**config.mk**
```make
export PLATFORM = sky130hd
export DESIGN_NAME = gpio_sync_port
export DESIGN_NICKNAME = d
export VERILOG_FILES = /design/src/rtl/gpio_sync_pkg.sv /design/src/rtl/gpio_ctrl_regs.sv /design/src/rtl/gpio_pad_mux.sv /design/src/rtl/gpio_in_sync.sv /design/src/rtl/gpio_sync_port.sv
export SDC_FILE = /design/constraint.sdc
export NUM_CORES = 1
export LEC_CHECK = 0
export BUFFER_PORTS_ARGS = -buffer_cell sky130_fd_sc_hd__buf_4
export CORE_MARGIN = 2
export CORE_UTILIZATION = 40
export CTS_CLUSTER_DIAMETER = 150
export DETAILED_ROUTE_END_ITERATION = 16
export PLACE_DENSITY = 0.68
export SLEW_MARGIN = 20
export SYNTH_ARGS = -nofsm -noshare
export SYNTH_HDL_FRONTEND = slang
export SYNTH_SLANG_ARGS = --single-unit
```
**constraint.sdc**
```tcl
create_clock -name clk -period 1.5 [get_ports clk]
set_clock_uncertainty 0.2 [all_clocks]
set_input_delay 0.3 -clock clk [delete_from_list [all_inputs] [get_ports clk]]
set_output_delay 0.3 -clock clk [all_outputs]
set_load 0.01 [all_outputs]
```
**src/rtl/gpio_sync_pkg.sv**
```systemverilog
`timescale 1ns/1ps
package gpio_sync_pkg;
  localparam int ADDR_W = 2;

  typedef enum logic [ADDR_W-1:0] {
    REG_PINS = 2'd0,
    REG_DIR  = 2'd1,
    REG_OUT  = 2'd2,
    REG_NONE = 2'd3
  } gpio_reg_e;
endpackage

```
**src/rtl/gpio_ctrl_regs.sv**
```systemverilog
`timescale 1ns/1ps
module gpio_ctrl_regs
  import gpio_sync_pkg::*;
#(
  parameter int WIDTH = 8
) (
  input  logic              clk,
  input  logic              rst_n,
  input  logic              wr_en,
  input  logic [ADDR_W-1:0] wr_addr,
  input  logic [WIDTH-1:0]  wr_data,
  output logic [WIDTH-1:0]  dir_q,
  output logic [WIDTH-1:0]  out_q
);
  logic             dir_en, out_en;
  logic [WIDTH-1:0] dir_d, out_d;

  // next-state: decode which register takes the write data
  always_comb begin
    dir_en = wr_en && (wr_addr == REG_DIR);
    out_en = wr_en && (wr_addr == REG_OUT);
    dir_d  = wr_data;
    out_d  = wr_data;
  end

  always_ff @(posedge clk or negedge rst_n) begin
    if (!rst_n) begin
      dir_q <= '0;
      out_q <= '0;
    end else begin
      if (dir_en) dir_q <= dir_d;
      if (out_en) out_q <= out_d;
    end
  end
endmodule

```
**src/rtl/gpio_pad_mux.sv**
```systemverilog
`timescale 1ns/1ps
module gpio_pad_mux #(
  parameter int WIDTH = 8
) (
  input  logic [WIDTH-1:0] dir_q,
  input  logic [WIDTH-1:0] out_q,
  input  logic [WIDTH-1:0] pad_in,
  output logic [WIDTH-1:0] pad_out,
  output logic [WIDTH-1:0] pad_oe,
  output logic [WIDTH-1:0] pad_pullup,
  output logic [WIDTH-1:0] pin_level
);
  for (genvar n = 0; n < WIDTH; n++) begin : g_pin
    always_comb begin
      pad_oe[n]     = dir_q[n];
      pad_out[n]    = out_q[n];
      pad_pullup[n] = !dir_q[n] && out_q[n];
      // an output pin observes its own driven level
      pin_level[n]  = dir_q[n] ? out_q[n] : pad_in[n];
    end
  end
endmodule

```
**src/rtl/gpio_in_sync.sv**
```systemverilog
`timescale 1ns/1ps
module gpio_in_sync #(
  parameter int WIDTH = 8
) (
  input  logic             clk,
  input  logic             rst_n,
  input  logic [WIDTH-1:0] level_i,
  output logic [WIDTH-1:0] pin_q
);
  logic [WIDTH-1:0] hold_q;

  // stage 1: value present when the clock falls (open-while-high latch)
  always_ff @(negedge clk or negedge rst_n) begin
    if (!rst_n) hold_q <= '0;
    else        hold_q <= level_i;
  end

  // stage 2: pin register on the rising edge
  always_ff @(posedge clk or negedge rst_n) begin
    if (!rst_n) pin_q <= '0;
    else        pin_q <= hold_q;
  end
endmodule

```
**src/rtl/gpio_sync_port.sv**
```systemverilog
`timescale 1ns/1ps
module gpio_sync_port
  import gpio_sync_pkg::*;
#(
  parameter int WIDTH = 8
) (
  input  logic              clk,
  input  logic              rst_n,
  input  logic              bus_sel,
  input  logic              bus_we,
  input  logic [ADDR_W-1:0] bus_addr,
  input  logic [WIDTH-1:0]  bus_wdata,
  output logic [WIDTH-1:0]  bus_rdata,
  input  logic [WIDTH-1:0]  pad_in,
  output logic [WIDTH-1:0]  pad_out,
  output logic [WIDTH-1:0]  pad_oe,
  output logic [WIDTH-1:0]  pad_pullup
);
  logic [WIDTH-1:0] dir_q, out_q, pin_level, pin_q;
  logic             wr_en, rd_en;

  assign wr_en = bus_sel && bus_we;
  assign rd_en = bus_sel && !bus_we;

  gpio_ctrl_regs #(.WIDTH(WIDTH)) regs_i (
    .clk    (clk),
    .rst_n  (rst_n),
    .wr_en  (wr_en),
    .wr_addr(bus_addr),
    .wr_data(bus_wdata),
    .dir_q  (dir_q),
    .out_q  (out_q)
  );

  gpio_pad_mux #(.WIDTH(WIDTH)) mux_i (
    .dir_q     (dir_q),
    .out_q     (out_q),
    .pad_in    (pad_in),
    .pad_out   (pad_out),
    .pad_oe    (pad_oe),
    .pad_pullup(pad_pullup),
    .pin_level (pin_level)
  );

  gpio_in_sync #(.WIDTH(WIDTH)) sync_i (
    .clk    (clk),
    .rst_n  (rst_n),
    .level_i(pin_level),
    .pin_q  (pin_q)
  );

  // combinational read port
  always_comb begin
    bus_rdata = '0;
    if (rd_en) begin
      case (bus_addr)
        REG_PINS: bus_rdata = pin_q;
        REG_DIR:  bus_rdata = dir_q;
        REG_OUT:  bus_rdata = out_q;
        default:  bus_rdata = '0;
      endcase
    end
  end
endmodule

```
---- Yosys cells after proc, flatten, opt, wreduce, memory -nomap -nowiden ----
Cells that the tools add are included.
operators by class
  eq/ne operators ......................... 2
  multiplexer cells ....................... 10
  reductions and logical operators ........ 22
operators with widths
  cell                count
  $pmux 8 s3          1
  $logic_and 1x1->1   12
  $logic_not 1->1     9
  $mux 1              8
  $mux 8              1
  $eq 2x1->1 const B  1
  $eq 2x2->1 const B  1
  $logic_not 2->1     1
storage, ports and cells
  bits in registers ....................... 32
  bits of input ports ..................... 22
  output and inout port bits .............. 32
  word-level logic and storage cells ...... 38

---- Depth between registers and ports, before layout ----
  word-level depth ........................ 3
  depth in mapped cells ................... 4
  mapped depth without buffers ............ 3

---- Modules after synthesis ----
A second synthesis with hierarchy kept.
second synthesis, totals
  cells, all modules ...................... 121
  area, all modules ....................... 1704.1 sq um
by module, submodules not included
  module          times used  cells each  area an instance (sq um)  sequential area each (sq um)
  gpio_ctrl_regs  1           34          620.6                     400.4
  gpio_in_sync    1           16          400.4                     400.4
  gpio_sync_port  1           39          372.9                     0.0
  gpio_pad_mux    1           32          310.3                     0.0

==> impl_metrics.csv <==
group,metric,value,unit
status,run_status,"complete, but fails checks",
status,violated_checks,"setup timing",
placed_design,place_hpwl,2650,um
global_route,first_global_vias,1250,
worst_setup_path,setup.worst_path.class,"reg2reg",
placed_design,dpl_worst_slack,-0.297,ns
power,power_density,1220,nW/um2
worst_setup_path,crit_chain,"mux2_4",
detailed_routing,routedWlPerCell,15.4,um
clocking,cts_root_buf,"clkbuf_4",
cells_and_area,antenna-diode-count,0,
logic_synthesis,synth-seq-area-share,56.3,%
worst_setup_path,cp_max_stage_delay,0.43,ns
logic_synthesis,synth_simple_gate_area_share,14.4,%
floorplanning,die-height,63.6,um
global_route,grt_util_all_layers,19.2,%
timing,tightest_slew,0.607,ns
worst_setup_path,cp-end-kind,"flip-flop",
logic_synthesis,ys_ff_latch,32,
logic_synthesis,syn-mean-instance-area,13.7,um2
cells_and_area,final_layout_size_suffix_gt1_share,74.7,%
global_route,grt_util_met1,24.4,%
min_path,worstHoldPathType,"in2reg",
global_route,grt_first_pass_wirelength,5890,um
power,design_power_total,3.05,mW
worst_setup_path,cp_slowest_cell,"dfrtp_2",
detailed_routing,via_count,1173,
global_route,grtUsageMet3,5.18,%
cells_and_area,number_of_nets_in_the_layout,219,
worst_setup_path,worst_setup_path_start_kind,"flip-flop",
cells_and_area,final_cell_mix,"buf_4, buf_6, mux2_2, dfrtp_1, a211oi_2",
worst_setup_path,worstPathMaxFanout,2,
clocking,clock_tree.htree_level_count,2,
timing,report.final.slew_viol_count,0,
cells_and_area,layout-area-overhead-vs-synth,76.3,%
floorplanning,rows,21,
logic_synthesis,netlist_instances,104,
detailed_routing,route.detailed.vias_per_inst,4.81,
power,p_leak,1.17,nW
timing,timing.max_slew.rel_slack,59.4,%
logic_synthesis,synth_fp_nets,126,
detailed_routing,routed_wl,3760,um
cells_and_area,leading_cell_type_in_the_layout_fill_and_taps_excluded,"buf_4",
worst_setup_path,path_buf_inv,0,
timing,final.hold.worst_slack,0.0179,ns
cells_and_area,multiInputGateArea,738,um2
detailed_routing,antenna_violating_nets_post_route,0,
timing,hold_viol_final,0,
clocking,cts_sinks,32,
logic_synthesis,post_synth_instance_area,1420,um2
timing,final.setup.worst_slack,-0.332,ns
detailed_routing,drt_iter0_drc,28,
power,ir_worst_vdd,809,uV
global_route,grt_start_max_net_pins,18,
logic_synthesis,muxShareOfSynthArea,19.0,%
logic_synthesis,ys_types,13,
cells_and_area,area.sequential,811,um2
detailed_routing,drt-pass1-iter-count,4,
placed_design,detailed_place.area,2170,um2
cells_and_area,post-route-cell-area,2510,um2
global_route,grt_antenna_before_repair,0,
floorplanning,core,3360,um2
clocking,clkSlewWorstSetupHoldPaths,0.10,ns
logic_synthesis,post_synth_xor_area_fraction,0,%
worst_setup_path,wp_data_required,0.71,ns
timing,endpoints_failing_setup,26,
logic_synthesis,fraction_of_the_mapped_netlist_area_in_compound_gates,8.44,%
logic_synthesis,synth-warning-count,0,
floorplanning,dieArea,4050,um2
global_route,gr-total-overflow,0,
floorplanning,ios,54,
clocking,numCtsBuffers,5,
placed_design,port_buffers,53,
global_route,global_route.usage.met2,32.5,%
floorplanning,start_util,42.3,%
timing,grt_setup_unrepaired,"yes",
cells_and_area,fill_cells,236,
floorplanning,die_w,63.6,um
clocking,clockBufferDepth,2,
run,max_cap_viol_count,0,
logic_synthesis,post_synthesis_adder_cell_area_fraction,0,%
placed_design,place_congestion,0.695,
clocking,worst_skew_pair.late_latency,0.32,ns
clocking,cts_tree,"built",
logic_synthesis,dominant_combinational_cell_family_by_area_after_synthesis,"multiplexers",
worst_setup_path,cp.arrival,1.04,ns
detailed_routing,drc,0,
worst_setup_path,critPathTopFamily,"flip-flops",
global_route,grt-busiest-layer,"met2",
[power by group]
part           switching, mW  internal (mW)  leakage (nW)
Combinational          0.463          0.782         0.754
Clock                  0.289          0.349        0.0422
Sequential             0.101           1.07         0.372
[through the flow]
stage	TNS [ns]	util (%)	std cells
floorplan	-3.08	-	104
global placement	-4.50	64.6	229
detailed placement	-5.35	64.6	229
CTS	-6.27	68.5	238
global route	-7.21	74.6	244
finish	-5.89	74.6	244
[routing by layer]
layer | wire length, um | up-vias
met5 | 0 | -
met1 | 1520 | 576
met4 | 45 | 0
met3 | 162 | 4
li1 | - | 561
met2 | 2020 | 32
[worst paths after layout]
path                       cells past startpoint                           to                   startpoint  slack (ns)
setup / recovery                               1   sync_i.hold_q[1]$_DFF_NN0_  regs_i.dir_q[1]$_DFFE_PN0P_       -0.33
hold / removal                                 2  regs_i.out_q[5]$_DFFE_PN0P_                 bus_wdata[5]        0.02
setup reg to reg                               1   sync_i.hold_q[1]$_DFF_NN0_  regs_i.dir_q[1]$_DFFE_PN0P_       -0.33
hold reg to reg                                2  regs_i.out_q[5]$_DFFE_PN0P_  regs_i.out_q[5]$_DFFE_PN0P_        0.44
max in group asynchronous                      3  regs_i.dir_q[0]$_DFFE_PN0P_                        rst_n        0.13
min in group asynchronous                      1   sync_i.hold_q[5]$_DFF_NN0_                        rst_n        0.24
[repair_timing]
action,in CTS,in global routing
setup endpoints to repair,33,40
gates resized for setup,9,39
hold endpoints to repair,24,1
pin swaps,15,2
setup buffers,0,5
hold buffers,1,1
[final cells by class]
cell class	instances	share of cell area, %
multi-input cells	68	29.4
well taps	46	2.30
clock inverters	2	1.40
flip-flops and latches	32	32.3
clock buffers	6	1.65
repair buffers	90	32.9
[cell families (layout without fill, tap and decap cells)]
logic type / Yosys count / in the layout
flops: 32 / 32
simple gates: 28 / 28
mux: 24 / 24
compound gates: 16 / 16
buf+inv: 4 / 98
[synth_stat cells]
cell	n	area (um2)
dfrtp_1	24	601
mux2_2	24	270
a211oi_1	16	120
nor2b_1	12	75.1
dfrtn_1	8	200
nand2b_1	8	50.1
and2b_1	4	30.0
buf_2	3	15.0
buf_6	1	11.3
nand2_1	1	3.75
nand3b_1	1	7.51
nand4b_2	1	15.0
nand4b_4	1	23.8
[registers in the layout, summed over array words and instances (netlist names)]
name           count
regs_i.out_q       8
sync_i.hold_q      8
regs_i.dir_q       8
sync_i.pin_q       8
No activity file was read; power rests on OpenSTA's default activity.
